**src/rtl/rxf_pkg.sv**
```systemverilog
package rxf_pkg;

  // host register select
  typedef enum logic [1:0] {
    RegData = 2'd0,
    RegStat = 2'd1,
    RegCmd  = 2'd2,
    RegMask = 2'd3
  } regSel_e;

  // positions inside the interrupt status byte
  localparam int unsigned BitEnd  = 7;
  localparam int unsigned BitFull = 6;
  localparam int unsigned BitOvf  = 5;

  // positions inside the command byte
  localparam int unsigned CmdRel  = 7;
  localparam int unsigned CmdRst  = 6;

  typedef enum logic {
    StFill = 1'b0,
    StHold = 1'b1
  } rxState_e;

  // strobes from control to datapath
  typedef struct packed {
    logic wrEn;
    logic wrIsStat;
    logic rdClr;
    logic rdPop;
  } rxStrobe_t;

endpackage

```
**src/rtl/hdlc_rx_dpath.sv**
```systemverilog
module hdlc_rx_dpath
  import rxf_pkg::*;
#(
  parameter int unsigned DEPTH = 32,
  localparam int unsigned AW = $clog2(DEPTH)
) (
  input  logic          clk,
  input  logic          rstN,
  input  rxStrobe_t     strb,
  input  logic [AW-1:0] wrAddr,
  input  logic [7:0]    wrData,
  output logic [7:0]    rdByte
);

  logic [7:0]    mem [DEPTH];
  logic [AW-1:0] rdIdx;

  always_ff @(posedge clk) begin
    if (strb.wrEn) mem[wrAddr] <= wrData;
  end

  always_ff @(posedge clk or negedge rstN) begin
    if (!rstN)           rdIdx <= '0;
    else if (strb.rdClr) rdIdx <= '0;
    else if (strb.rdPop) rdIdx <= rdIdx + AW'(1);
  end

  assign rdByte = mem[rdIdx];

endmodule

```
**src/rtl/hdlc_rx_ctrl.sv**
```systemverilog
module hdlc_rx_ctrl
  import rxf_pkg::*;
#(
  parameter int unsigned DEPTH = 32,
  localparam int unsigned AW = $clog2(DEPTH)
) (
  input  logic          clk,
  input  logic          rstN,
  input  logic          inByteVld,
  input  logic [7:0]    inByte,
  input  logic          inFrameEnd,
  input  logic          inCrcOk,
  input  logic          inAbort,
  input  logic [1:0]    hostAddr,
  input  logic          hostRd,
  input  logic          hostWr,
  input  logic [7:0]    hostWData,
  output rxStrobe_t     strb,
  output logic [AW-1:0] wrAddr,
  output logic [7:0]    wrData,
  output logic [7:0]    intStat,
  output logic [7:0]    maskReg,
  output logic [AW-1:0] cntReg
);

  localparam logic [AW-1:0] LastIdx = AW'(DEPTH - 1);

  rxState_e      state, stateNxt;
  logic [AW-1:0] wrIdx, wrIdxNxt, baseIdx, cntNxt;
  logic          ovfl, ovflNxt, pendEnd, pendEndNxt;
  logic [7:0]    pendStat, pendStatNxt, frameStat;
  logic          evEnd, evFull, evOvf;
  logic          cmdWr, relCmd, rstCmd, statRd, endEv, freeNow;

  assign cmdWr   = hostWr && (hostAddr == RegCmd);
  assign relCmd  = cmdWr && hostWData[CmdRel];
  assign rstCmd  = cmdWr && hostWData[CmdRst];
  assign statRd  = hostRd && (hostAddr == RegStat);
  assign endEv   = inFrameEnd || inAbort;
  // status byte: not-aborted, dropped byte, crc good, aborted
  assign frameStat = {~inAbort, ovfl, inCrcOk & ~inAbort, inAbort, 4'b0000};
  assign freeNow = (state == StFill) || (relCmd && !pendEnd);
  assign baseIdx = (state == StFill) ? wrIdx : '0;

  always_comb begin
    stateNxt      = state;
    wrIdxNxt      = wrIdx;
    ovflNxt       = ovfl;
    pendEndNxt    = pendEnd;
    pendStatNxt   = pendStat;
    cntNxt        = cntReg;
    evEnd         = 1'b0;
    evFull        = 1'b0;
    evOvf         = 1'b0;
    strb.wrEn     = 1'b0;
    strb.wrIsStat = 1'b0;
    strb.rdClr    = relCmd || rstCmd;
    strb.rdPop    = hostRd && (hostAddr == RegData);
    wrAddr        = baseIdx;
    wrData        = inByte;

    if (rstCmd) begin
      stateNxt   = StFill;
      wrIdxNxt   = '0;
      ovflNxt    = 1'b0;
      pendEndNxt = 1'b0;
    end else if (relCmd && pendEnd) begin
      // deliver the held-back status as a one-byte block
      strb.wrEn     = 1'b1;
      strb.wrIsStat = 1'b1;
      wrAddr        = '0;
      wrData        = pendStat;
      cntNxt        = AW'(1);
      evEnd         = 1'b1;
      wrIdxNxt      = '0;
      pendEndNxt    = 1'b0;
      stateNxt      = StHold;
      if (endEv) begin
        pendEndNxt  = 1'b1;
        pendStatNxt = frameStat;
        ovflNxt     = 1'b0;
      end else if (inByteVld) begin
        evOvf   = 1'b1;
        ovflNxt = 1'b1;
      end
    end else if (freeNow) begin
      stateNxt = StFill;
      wrIdxNxt = baseIdx;
      if (endEv) begin
        strb.wrEn     = 1'b1;
        strb.wrIsStat = 1'b1;
        wrData        = frameStat;
        cntNxt        = baseIdx + AW'(1);
        evEnd         = 1'b1;
        ovflNxt       = 1'b0;
        wrIdxNxt      = '0;
        stateNxt      = StHold;
      end else if (inByteVld) begin
        strb.wrEn = 1'b1;
        if (baseIdx == LastIdx) begin
          stateNxt = StHold;
          evFull   = 1'b1;
          wrIdxNxt = '0;
        end else begin
          wrIdxNxt = baseIdx + AW'(1);
        end
      end
    end else begin
      if (endEv) begin
        if (pendEnd) begin
          evOvf = 1'b1;
        end else begin
          pendEndNxt  = 1'b1;
          pendStatNxt = frameStat;
          ovflNxt     = 1'b0;
        end
      end else if (inByteVld) begin
        evOvf   = 1'b1;
        ovflNxt = 1'b1;
      end
    end
  end

  always_ff @(posedge clk or negedge rstN) begin
    if (!rstN) begin
      state    <= StFill;
      wrIdx    <= '0;
      ovfl     <= 1'b0;
      pendEnd  <= 1'b0;
      pendStat <= '0;
      cntReg   <= '0;
      intStat  <= '0;
      maskReg  <= '0;
    end else begin
      state    <= stateNxt;
      wrIdx    <= wrIdxNxt;
      ovfl     <= ovflNxt;
      pendEnd  <= pendEndNxt;
      pendStat <= pendStatNxt;
      cntReg   <= cntNxt;
      intStat  <= (statRd ? 8'h00 : intStat)
                | ({7'd0, evEnd}  << BitEnd)
                | ({7'd0, evFull} << BitFull)
                | ({7'd0, evOvf}  << BitOvf);
      if (hostWr && (hostAddr == RegMask)) maskReg <= hostWData;
    end
  end

endmodule

```
**src/rtl/hdlc_rx_fifo.sv**
```systemverilog
module hdlc_rx_fifo
  import rxf_pkg::*;
#(
  parameter int unsigned DEPTH = 32
) (
  input  logic       clk,
  input  logic       rstN,
  input  logic       inByteVld,
  input  logic [7:0] inByte,
  input  logic       inFrameEnd,
  input  logic       inCrcOk,
  input  logic       inAbort,
  input  logic [1:0] hostAddr,
  input  logic       hostRd,
  input  logic       hostWr,
  input  logic [7:0] hostWData,
  output logic [7:0] hostRData,
  output logic       irq
);

  localparam int unsigned AW = $clog2(DEPTH);

  rxStrobe_t     strb;
  logic [AW-1:0] wrAddr;
  logic [7:0]    wrData;
  logic [7:0]    intStat;
  logic [7:0]    maskReg;
  logic [AW-1:0] cntReg;
  logic [7:0]    rdByte;

  hdlc_rx_ctrl #(.DEPTH(DEPTH)) u_ctrl (
    .clk        (clk),
    .rstN       (rstN),
    .inByteVld  (inByteVld),
    .inByte     (inByte),
    .inFrameEnd (inFrameEnd),
    .inCrcOk    (inCrcOk),
    .inAbort    (inAbort),
    .hostAddr   (hostAddr),
    .hostRd     (hostRd),
    .hostWr     (hostWr),
    .hostWData  (hostWData),
    .strb       (strb),
    .wrAddr     (wrAddr),
    .wrData     (wrData),
    .intStat    (intStat),
    .maskReg    (maskReg),
    .cntReg     (cntReg)
  );

  hdlc_rx_dpath #(.DEPTH(DEPTH)) u_dpath (
    .clk    (clk),
    .rstN   (rstN),
    .strb   (strb),
    .wrAddr (wrAddr),
    .wrData (wrData),
    .rdByte (rdByte)
  );

  always_comb begin
    case (hostAddr)
      RegData: hostRData = rdByte;
      RegStat: hostRData = intStat;
      RegCmd:  hostRData = 8'(cntReg);
      default: hostRData = maskReg;
    endcase
  end

  assign irq = |(intStat & ~maskReg);

endmodule

```
**config.mk**
```make
export PLATFORM = sky130hd
export DESIGN_NAME = hdlc_rx_fifo
export DESIGN_NICKNAME = d
export VERILOG_FILES = /design/src/rtl/rxf_pkg.sv /design/src/rtl/hdlc_rx_dpath.sv /design/src/rtl/hdlc_rx_ctrl.sv /design/src/rtl/hdlc_rx_fifo.sv
export SDC_FILE = /design/constraint.sdc
export NUM_CORES = 1
export LEC_CHECK = 0
export ABC_AREA = 1
export BUFFER_PORTS_ARGS = -buffer_cell sky130_fd_sc_hd__buf_2
export CAP_MARGIN = 20
export CORE_MARGIN = 1
export CORE_UTILIZATION = 56
export DETAILED_ROUTE_END_ITERATION = 8
export GPL_TIMING_DRIVEN = 0
export PLACE_DENSITY = 0.76
export SLEW_MARGIN = 20
export SYNTH_ARGS = -nofsm -noshare
export SYNTH_HDL_FRONTEND = slang
export SYNTH_HIERARCHICAL = 1
export SYNTH_SLANG_ARGS = --single-unit
export TNS_END_PERCENT = 30
```
**constraint.sdc**
```tcl
create_clock -name clk -period 2.2 [get_ports clk]
set_clock_uncertainty 0.05 [all_clocks]
set_input_delay 0.33 -clock clk [delete_from_list [all_inputs] [get_ports clk]]
set_output_delay 0.33 -clock clk [all_outputs]
set_load 0.01 [all_outputs]
```
==> results of run 1 <==
==> synthesized netlist by cell type (all sizes together) <==
cell type  instances  area (um^2)
a21oi             21          109
buf               48          265
clkbuf            10         37.5
clkinv             3         11.3
conb               1         3.75
dfrtp             33          826
edfxtp           256         7690
ha                 3         37.5
inv              183          687
mux2               7         78.8
nand2            452         1700
nand3            190          963
nand3b             3         35.0
nand4              7         43.8
nor2              76          308
nor3               7         35.0
nor3b              2         15.0
o211ai            13         97.6
o21a               1         7.51
o21ai             12         60.1
o22ai              6         37.5
o31ai              1         7.51
xor2               2         17.5
==> sequential cells by signal, indices dropped and copies added (netlist names) <==
signal	flops
u_ctrl/intStat	3
u_dpath/rdIdx	5
u_ctrl/ovfl	1
u_ctrl/wrIdx	5
u_dpath/mem	256
u_ctrl/pendEnd	1
u_ctrl/maskReg	8
u_ctrl/pendStat	4
u_ctrl/cntReg	5
u_ctrl/state	1
==> path summary, 6_finish.rpt <==
check / from / endpoint / slack [ns] / depth (start not counted)
hold / removal: inCrcOk / u_ctrl/pendStat[5] / 0.03 / 3
max in group asynchronous: rstN / u_dpath/rdIdx[0] / 1.20 / 2
min in group asynchronous: rstN / u_ctrl/maskReg[1] / 0.35 / 2
setup reg to reg: u_ctrl/state / u_dpath/mem[21][5] / -0.14 / 9
hold reg to reg: u_ctrl/maskReg[6] / u_ctrl/maskReg[6] / 0.44 / 2
setup / recovery: u_dpath/rdIdx[0] / hostRData[4] / -0.68 / 14
==> layer usage <==
layer	global-route usage, %	vias to the layer above	wire [um]
met5	0	-	0
met4	12.1	0	1590
met3	3.87	115	3560
met2	45.9	643	16200
met1	40.0	4813	13500
li1	-	4625	-
==> where the power goes <==
group | leakage [nW] | total (W) | switching [W] | internal, W
combinational | 3.54 | 0.00381 | 0.00252 | 0.00129
sequential | 2.73 | 0.00656 | 0.000121 | 0.00643
clock | 0.434 | 0.00456 | 0.00198 | 0.00258
total | 6.70 | 0.0149 | 0.00462 | 0.0103
==> repair_timing <==
item                                    CTS  global route
buffers inserted                         15            22
endpoints found under the setup margin  264           283
gates cloned                              1             0
endpoints found under the hold margin    40             0
resized for setup                       188            39
pin swaps                                17            15
hold buffers                              8             0
==> layout make-up <==
cell class                      instances  area, um^2
Timing Repair Buffer                   87         852
Sequential cell                       289        8510
Clock buffer                           41         822
Clock inverter                         12        53.8
Multi-Input combinational cell        808        4190
Inverter                              186         703
Fill cell                            1486        6750
Buffer                                 58         507
Tap cell                              313         392
==> worst min-delay path, stage by stage <==
cell,delay (ns)
buf_2,0.09
nand2_1,0.08
o21ai_1,0.07
==> per-stage QoR <==
stage / total power, W / hold WS [ns] / utilization [%] / area [um^2]
floorplan: 0.00852 / -0.0156 / - / 13100
global placement: 0.00952 / 0.389 / 59.9 / 13700
detailed placement: 0.00980 / 0.391 / 61.1 / 13900
CTS: 0.0147 / 0.0156 / 68.9 / 15700
global route: 0.0155 / 0.0400 / 70.4 / 16000
finish: 0.0149 / 0.0274 / 70.4 / 16000
==> logic make-up (layout without fill, tap and decap cells) <==
kind of cell,after synthesis,after routing,share of synthesized area [%]
compound gates,54,54,2.44
xor+xnor,2,2,0.134
fa+ha+maj,3,3,0.287
buf+inv,244,384,7.66
flops,289,289,65.1
mux,7,7,0.603
other cells,1,5,0.0287
simple gates,737,737,23.7
==> results_dict.tcl, run 1 <==
set metrics [dict create \
    outcome "complete, but fails checks" \
    violations "setup timing" \
    p_leak_nw 6.70 \
    die_h_um 155 \
    crit_path_end_kind "output port" \
    arrival_ns 2.50 \
    cp-start-kind "flop" \
    dr.pass1.iters 6 \
    grt_pass1_vias 9462 \
    drc 0 \
    final_cells 1794 \
    rsz0062_at_grt "yes" \
    rows 55 \
    min_period_ns 2.88 \
    cts.sinks 289 \
    setup_viol 56 \
    antenna_cells 0 \
    grt_pass1_wl_um 51900 \
    clock_latency_ns 0.54 \
    gr-usage-all-layers_pct 28.8 \
    fin_ws_ns -0.677 \
    coreArea_um2 22800 \
    cts_buffers 29 \
    root_buffer "clkbuf_16" \
    ys_ff_latch 289 \
    crit_family "simple AND/OR/NAND/NOR gates" \
    dp_hpwl_um 22100 \
    path_class "reg -> out" \
    cp_common_cell "nand2_1" \
    seq_area_frac_synth_pct 65.1 \
    path_cells "inv_4, buf_12, buf_6, nand2_1, nand3_1, nand3_1, nand2_1, nor2_2, nand2_1, nand2_1, inv_1, nand2_1, nand4_1, buf_2" \
    grt_max_degree 34 \
    avgSynthCellArea_um2 9.78 \
    cts_buffer_depth 3 \
    cp_slowest_cell "dfrtp_2" \
    nets 1488 \
    slew_headroom_pct 45.2 \
    io_pins 35 \
    tns_ns -9.37 \
    wirelength_um 34900 \
    cts_tree "built" \
    drive_gt1_share_pct 20.3 \
    syn_inst 1337 \
    vias 10200 \
    antenna_found_initial 0 \
    gp_congestion 0.953 \
    ant_nets 0 \
    required_ns 1.82 \
    finalHoldViolations 0 \
    post-route-period-util_pct 131 \
    crit_buf_inv 5 \
    crit_path_max_incr_delay_ns 0.48 \
    synth_area_um2 13100 \
    ys_warn_count 6 \
    grt-ovfl-total 0 \
    pre_cts_ws_ns -1.26 \
    wl_per_cell_um 19.5 \
    vdd_drop_max_mv 0.791 \
    hp-class "in -> reg" \
    dp_cells 1696 \
    max_freq_mhz 348 \
    drtIter0Drc 1239 \
    areaGrowthSynthToFinish_pct 22.6 \
    drv_cap 0 \
    dieArea_um2 24000 \
    floorplan.initialDensity_pct 57.4 \
    h-tree-depth 1 \
    tightest_slew_ns 0.815 \
    port_buffers 34 \
    final_common_cell "nand2_1" \
    vias_per_cell 5.68 \
    die_w_um 155 \
    cp_max_fo 10 \
    pwr_density_cell_nw_per_um2 931 \
    drv_slew 0 \
    ys_types 34 \
    path_clk_slew_ns 0.06 \
    layout_common_cells "nand2_1 (442), edfxtp_1 (256), nand3_1 (168), inv_1 (167), buf_4 (52)" \
]
No activity file was read; power rests on OpenSTA's default activity.
==> run 2, diff against run 1 <==
--- a/config.mk
+++ b/config.mk
@@ -5,7 +5,6 @@
 export SDC_FILE = /design/constraint.sdc
 export NUM_CORES = 1
 export LEC_CHECK = 0
-export ABC_AREA = 1
 export BUFFER_PORTS_ARGS = -buffer_cell sky130_fd_sc_hd__buf_2
 export CAP_MARGIN = 20
 export CORE_MARGIN = 1
==> results_dict.tcl, run 2 <==
set metrics [dict create \
    finalHoldViolations 0 \
    violations "setup timing" \
    wl_met2_um 15700 \
    drive_gt1_share_pct 41.5 \
    vdd_drop_max_mv 0.522 \
    areaGrowthSynthToFinish_pct 25.0 \
    final_common_cell "edfxtp_1" \
    pre_cts_ws_ns -1.14 \
    drv_slew 0 \
    cts_buffers 27 \
    antenna_found_initial 0 \
    pwr_density_cell_nw_per_um2 1070 \
    ant_nets 0 \
    cts_tree "built" \
    rsz0062_at_grt "yes" \
    regMostFlops "u_dpath/mem" \
    port_buffers 32 \
    drc 0 \
    wl_met3_um 2410 \
    top_layer "met4" \
    layout_common_cells "edfxtp_1 (256), buf_4 (52), mux4_2 (47), mux2i_1 (36)" \
    wl_per_cell_um 27.3 \
    wirelength_um 30600 \
    min_period_ns 3.30 \
    vias_per_cell 6.49 \
    reg.largest.list "u_dpath/mem x256, u_ctrl/maskReg x8" \
    outcome "complete, but fails checks" \
    drv_cap 0 \
    nets 857 \
    gp_congestion 0.942 \
    slew_headroom_pct 41.5 \
    path_clk_slew_ns 0.07 \
    placed_area_um2 12800 \
    arrival_ns 2.92 \
    cp-start-kind "flop" \
    die_w_um 150 \
    wl_met1_um 11600 \
    synth_area_um2 12200 \
    io_pins 35 \
    ys_warn_count 6 \
    setup_viol 176 \
    fillers 1163 \
    required_ns 1.82 \
    coreArea_um2 21200 \
    cp_max_fo 10 \
    grt_pass1_vias 7209 \
    crit_path_end_kind "output port" \
    rows 53 \
    post-route-period-util_pct 150 \
    die_h_um 150 \
    gr-usage-all-layers_pct 27.4 \
    cts_buffer_depth 3 \
    root_buffer "clkbuf_16" \
    clock_latency_ns 0.53 \
    p_leak_nw 5.22 \
    path_class "reg -> out" \
    syn_inst 688 \
    floorplan.initialDensity_pct 57.6 \
    max_freq_mhz 303 \
    tightest_slew_ns 0.878 \
    largest_register_ffs 256 \
    final_cells 1123 \
    antenna_cells 0 \
    avgSynthCellArea_um2 17.8 \
    vias 7289 \
    cts.sinks 289 \
    dieArea_um2 22400 \
    dp_hpwl_um 17700 \
    drtIter0Drc 790 \
    grt_max_degree 34 \
    grt-ovfl-total 0 \
    hp-class "in -> reg" \
    grt_pass1_wl_um 44500 \
    dr.pass1.iters 6 \
    dp_cells 1006 \
    fin_area_um2 15300 \
    fin_ws_ns -1.10 \
    h-tree-depth 1 \
]
## run 2: critical path, stage by stage, from the launching register on
cell and delay (ns):
dfrtp_2 0.46, buf_12 0.18, buf_12 0.14, buf_12 0.15
mux4_2 0.33, a211oi_4 0.35, a22oi_2 0.15, mux4_2 0.49
buf_6 0.14
## run 2: cell type report
| class | instances | area [um^2] | area share [%] |
|---|---|---|---|
| plain buffers | 38 | 428 | 2.80 |
| clock buffers | 35 | 746 | 4.88 |
| clock inverters | 14 | 148 | 0.967 |
| inverters | 17 | 63.8 | 0.418 |
| multi-input cells | 347 | 3990 | 26.1 |
| flip-flops and latches | 289 | 8520 | 55.8 |
| well taps | 275 | 344 | 2.25 |
| repair buffers | 108 | 1040 | 6.81 |
## run 2: power breakdown
| part | switching, W | leakage (nW) | internal, W |
|---|---|---|---|
| clock | 0.00196 | 0.441 | 0.00273 |
| sequential | 0.000121 | 2.72 | 0.00639 |
| combinational | 0.00255 | 2.06 | 0.00255 |
## run 2: routing by layer
layer  vias up  GRT usage (%)
met3        66           3.84
met4         0           9.80
met2       421           46.5
met5         -              0
li1       3043              -
met1      3759           36.5
## run 2: path summary, 6_finish.rpt
check	from	end	slack [ns]	cells past startpoint
setup / recovery	u_dpath/rdIdx[1]	hostRData[4]	-1.10	8
hold / removal	hostWData[7]	u_ctrl/maskReg[7]	0.04	2
setup reg to reg	u_ctrl/pendEnd	u_dpath/mem[26][4]	-0.17	7
hold reg to reg	u_ctrl/pendStat[4]	u_ctrl/pendStat[4]	0.44	1
max in group asynchronous	rstN	u_ctrl/pendEnd	1.20	2
min in group asynchronous	rstN	u_ctrl/maskReg[5]	0.37	2
## run 2: timing repair
| action | CTS | global route |
|---|---|---|
| pin swaps | 29 | 28 |
| hold buffers | 7 | 0 |
| cloned | 3 | 1 |
| buffers inserted | 31 | 29 |
| endpoints found under the setup margin | 520 | 350 |
| endpoints found under the hold margin | 39 | 0 |
| gates resized for setup | 148 | 62 |
## run 2: through the flow
step | hold slack, ns | utilization [%] | power, W | setup TNS (ns)
after floorplan | -0.0156 | - | 0.00914 | -96.64
after global placement | 0.369 | 60.1 | 0.0101 | -570.97
after detailed placement | 0.396 | 60.5 | 0.0103 | -349.52
after CTS | 0.0209 | 69.5 | 0.0159 | -13.04
after global routing | 0.0437 | 72.0 | 0.0168 | -28.37
final | 0.0384 | 72.0 | 0.0163 | -19.94
==> run 3, diff against run 2 <==
--- a/config.mk
+++ b/config.mk
@@ -5,13 +5,13 @@
 export SDC_FILE = /design/constraint.sdc
 export NUM_CORES = 1
 export LEC_CHECK = 0
-export BUFFER_PORTS_ARGS = -buffer_cell sky130_fd_sc_hd__buf_2
 export CAP_MARGIN = 20
 export CORE_MARGIN = 1
-export CORE_UTILIZATION = 56
+export CORE_UTILIZATION = 57
 export DETAILED_ROUTE_END_ITERATION = 8
+export DONT_BUFFER_PORTS = 1
 export GPL_TIMING_DRIVEN = 0
-export PLACE_DENSITY = 0.76
+export PLACE_DENSITY = 0.75
 export SLEW_MARGIN = 20
 export SYNTH_ARGS = -nofsm -noshare
 export SYNTH_HDL_FRONTEND = slang
==> results_dict.tcl, run 3 (synthesis results as in run 2) <==
set metrics [dict create \
    grt_pass1_vias 7189 \
    drv_slew 0 \
    violations "setup timing" \
    path_class "reg -> out" \
    hp-class "in -> reg" \
    cp_common_cell "buf_12" \
    vias 6980 \
    vdd_drop_max_mv 0.580 \
    cts.sinks 289 \
    dr.pass1.iters 5 \
    crit_family "multiplexers" \
    fin_area_um2 15100 \
    tns_ns -7.89 \
    placed_area_um2 12700 \
    slew_headroom_pct 45.6 \
    grt_pass1_wl_um 42400 \
    path_clk_slew_ns 0.07 \
    wirelength_um 29400 \
    grt_busiest_layer "met2" \
    reg.largest.list "u_dpath/mem x256, u_ctrl/maskReg x8" \
    rows 53 \
    die_h_um 148 \
    cp_slowest_cell "mux4_2" \
    fin_ws_ns -0.935 \
    cts_buffer_depth 3 \
    crit_path_end_kind "output port" \
    gr-usage-all-layers_pct 26.7 \
    coreArea_um2 21000 \
    crit_path_max_incr_delay_ns 0.51 \
    floorplan.initialDensity_pct 58.1 \
    antenna_found_initial 1 \
    grt_use_met2_pct 44.2 \
    max_freq_mhz 319 \
    drc 0 \
    arrival_ns 2.75 \
    crit_buf_inv 3 \
    clock_latency_ns 0.53 \
    areaGrowthSynthToFinish_pct 23.5 \
    grt_use_met3_pct 4.36 \
    final_core_util_pct 71.8 \
    dp_hpwl_um 17600 \
    grt_use_met1_pct 35.5 \
    drive_gt1_share_pct 40.6 \
    grt_max_degree 34 \
    tightest_slew_ns 0.814 \
    final_common_cell "edfxtp_1" \
    h-tree-depth 1 \
    ant_nets 0 \
    wl_per_cell_um 27.0 \
    cts_buffers 27 \
    p_leak_nw 5.05 \
    path_cells "buf_12, buf_12, buf_12, mux4_2, a211oi_4, a22oi_2, mux4_2" \
    gp_congestion 0.944 \
    setup_viol 40 \
    min_period_ns 3.13 \
    drv_cap 0 \
    post-route-period-util_pct 142 \
    required_ns 1.82 \
    vias_per_cell 6.40 \
    drtIter0Drc 639 \
    nets 824 \
    io_pins 35 \
    outcome "complete, but fails checks" \
    root_buffer "clkbuf_16" \
    cp_max_fo 10 \
    cts_tree "built" \
    cp-start-kind "flop" \
    port_buffers 0 \
    dieArea_um2 22000 \
    pwr_density_cell_nw_per_um2 1070 \
    layout_common_cells "edfxtp_1 (256), mux4_2 (51), buf_4 (42), mux2i_1 (35), nor2_4 (32)" \
    regMostFlops "u_dpath/mem" \
    finalHoldViolations 0 \
    largest_register_ffs 256 \
    die_w_um 148 \
    grt-ovfl-total 0 \
    rsz0062_at_grt "yes" \
]
-- run 3: worst paths after layout --
kind                       slack, ns            endpoint               start  depth (start not counted)
setup / recovery               -0.93        hostRData[4]    u_dpath/rdIdx[1]                          7
hold / removal                  0.06   u_ctrl/maskReg[7]        hostWData[7]                          2
setup reg to reg               -0.04  u_dpath/mem[16][1]      u_ctrl/pendEnd                          6
hold reg to reg                 0.44  u_ctrl/pendStat[6]  u_ctrl/pendStat[6]                          1
max in group asynchronous       1.70    u_dpath/rdIdx[0]                rstN                          2
min in group asynchronous       0.19   u_ctrl/maskReg[4]                rstN                          2
-- run 3: per-layer routing --
metal	vias up	wire length [um]
li1	2974	-
met1	3596	11200
met2	329	14900
met3	81	2060
met4	0	1220
met5	-	0
-- run 3: report_power, final --
part / switching, W / internal, W / leakage, nW
Sequential: 0.000124 / 0.00639 / 2.72
Combinational: 0.00247 / 0.00240 / 1.90
Clock: 0.00197 / 0.00271 / 0.432
Total: 0.00457 / 0.0115 / 5.05
-- run 3: worst reg2reg max path, stage by stage (launching register included) --
cell and delay, ns:
dfrtp_2 0.40, nand2_4 0.07, nor3_4 0.28, nor2_1 0.17, or3b_4 0.54, buf_6 0.17, nor2_4 0.25
-- run 3: final cells by class --
class | instances | area (um^2)
flip-flops and latches | 289 | 8520
plain buffers | 38 | 402
inverters | 17 | 63.8
fillers | 1118 | 5940
well taps | 275 | 344
clock buffers | 28 | 679
repair buffers | 75 | 826
diodes | 1 | 2.50
multi-input cells | 347 | 4050
clock inverters | 21 | 206
-- run 3: what timing repair did --
item	4_1_cts	5_1_grt
gates cloned	3	1
setup buffers	37	21
resized for setup	157	59
pin swaps	35	35
hold endpoints to repair	42	0
hold buffers	10	0
endpoints found under the setup margin	509	416
-- run 3: per-stage QoR --
step	std cells	total power [W]	hold WS [ns]	setup WS [ns]
2_1_floorplan	692	0.00914	-0.0156	-0.870
3_3_place_gp	967	0.0100	-0.0150	-2.72
3_5_place_dp	974	0.0102	-0.0152	-0.841
4_1_cts	1071	0.0157	0.0284	-0.914
5_1_grt	1091	0.0165	0.0530	-0.992
6_report	1091	0.0161	0.0565	-0.935
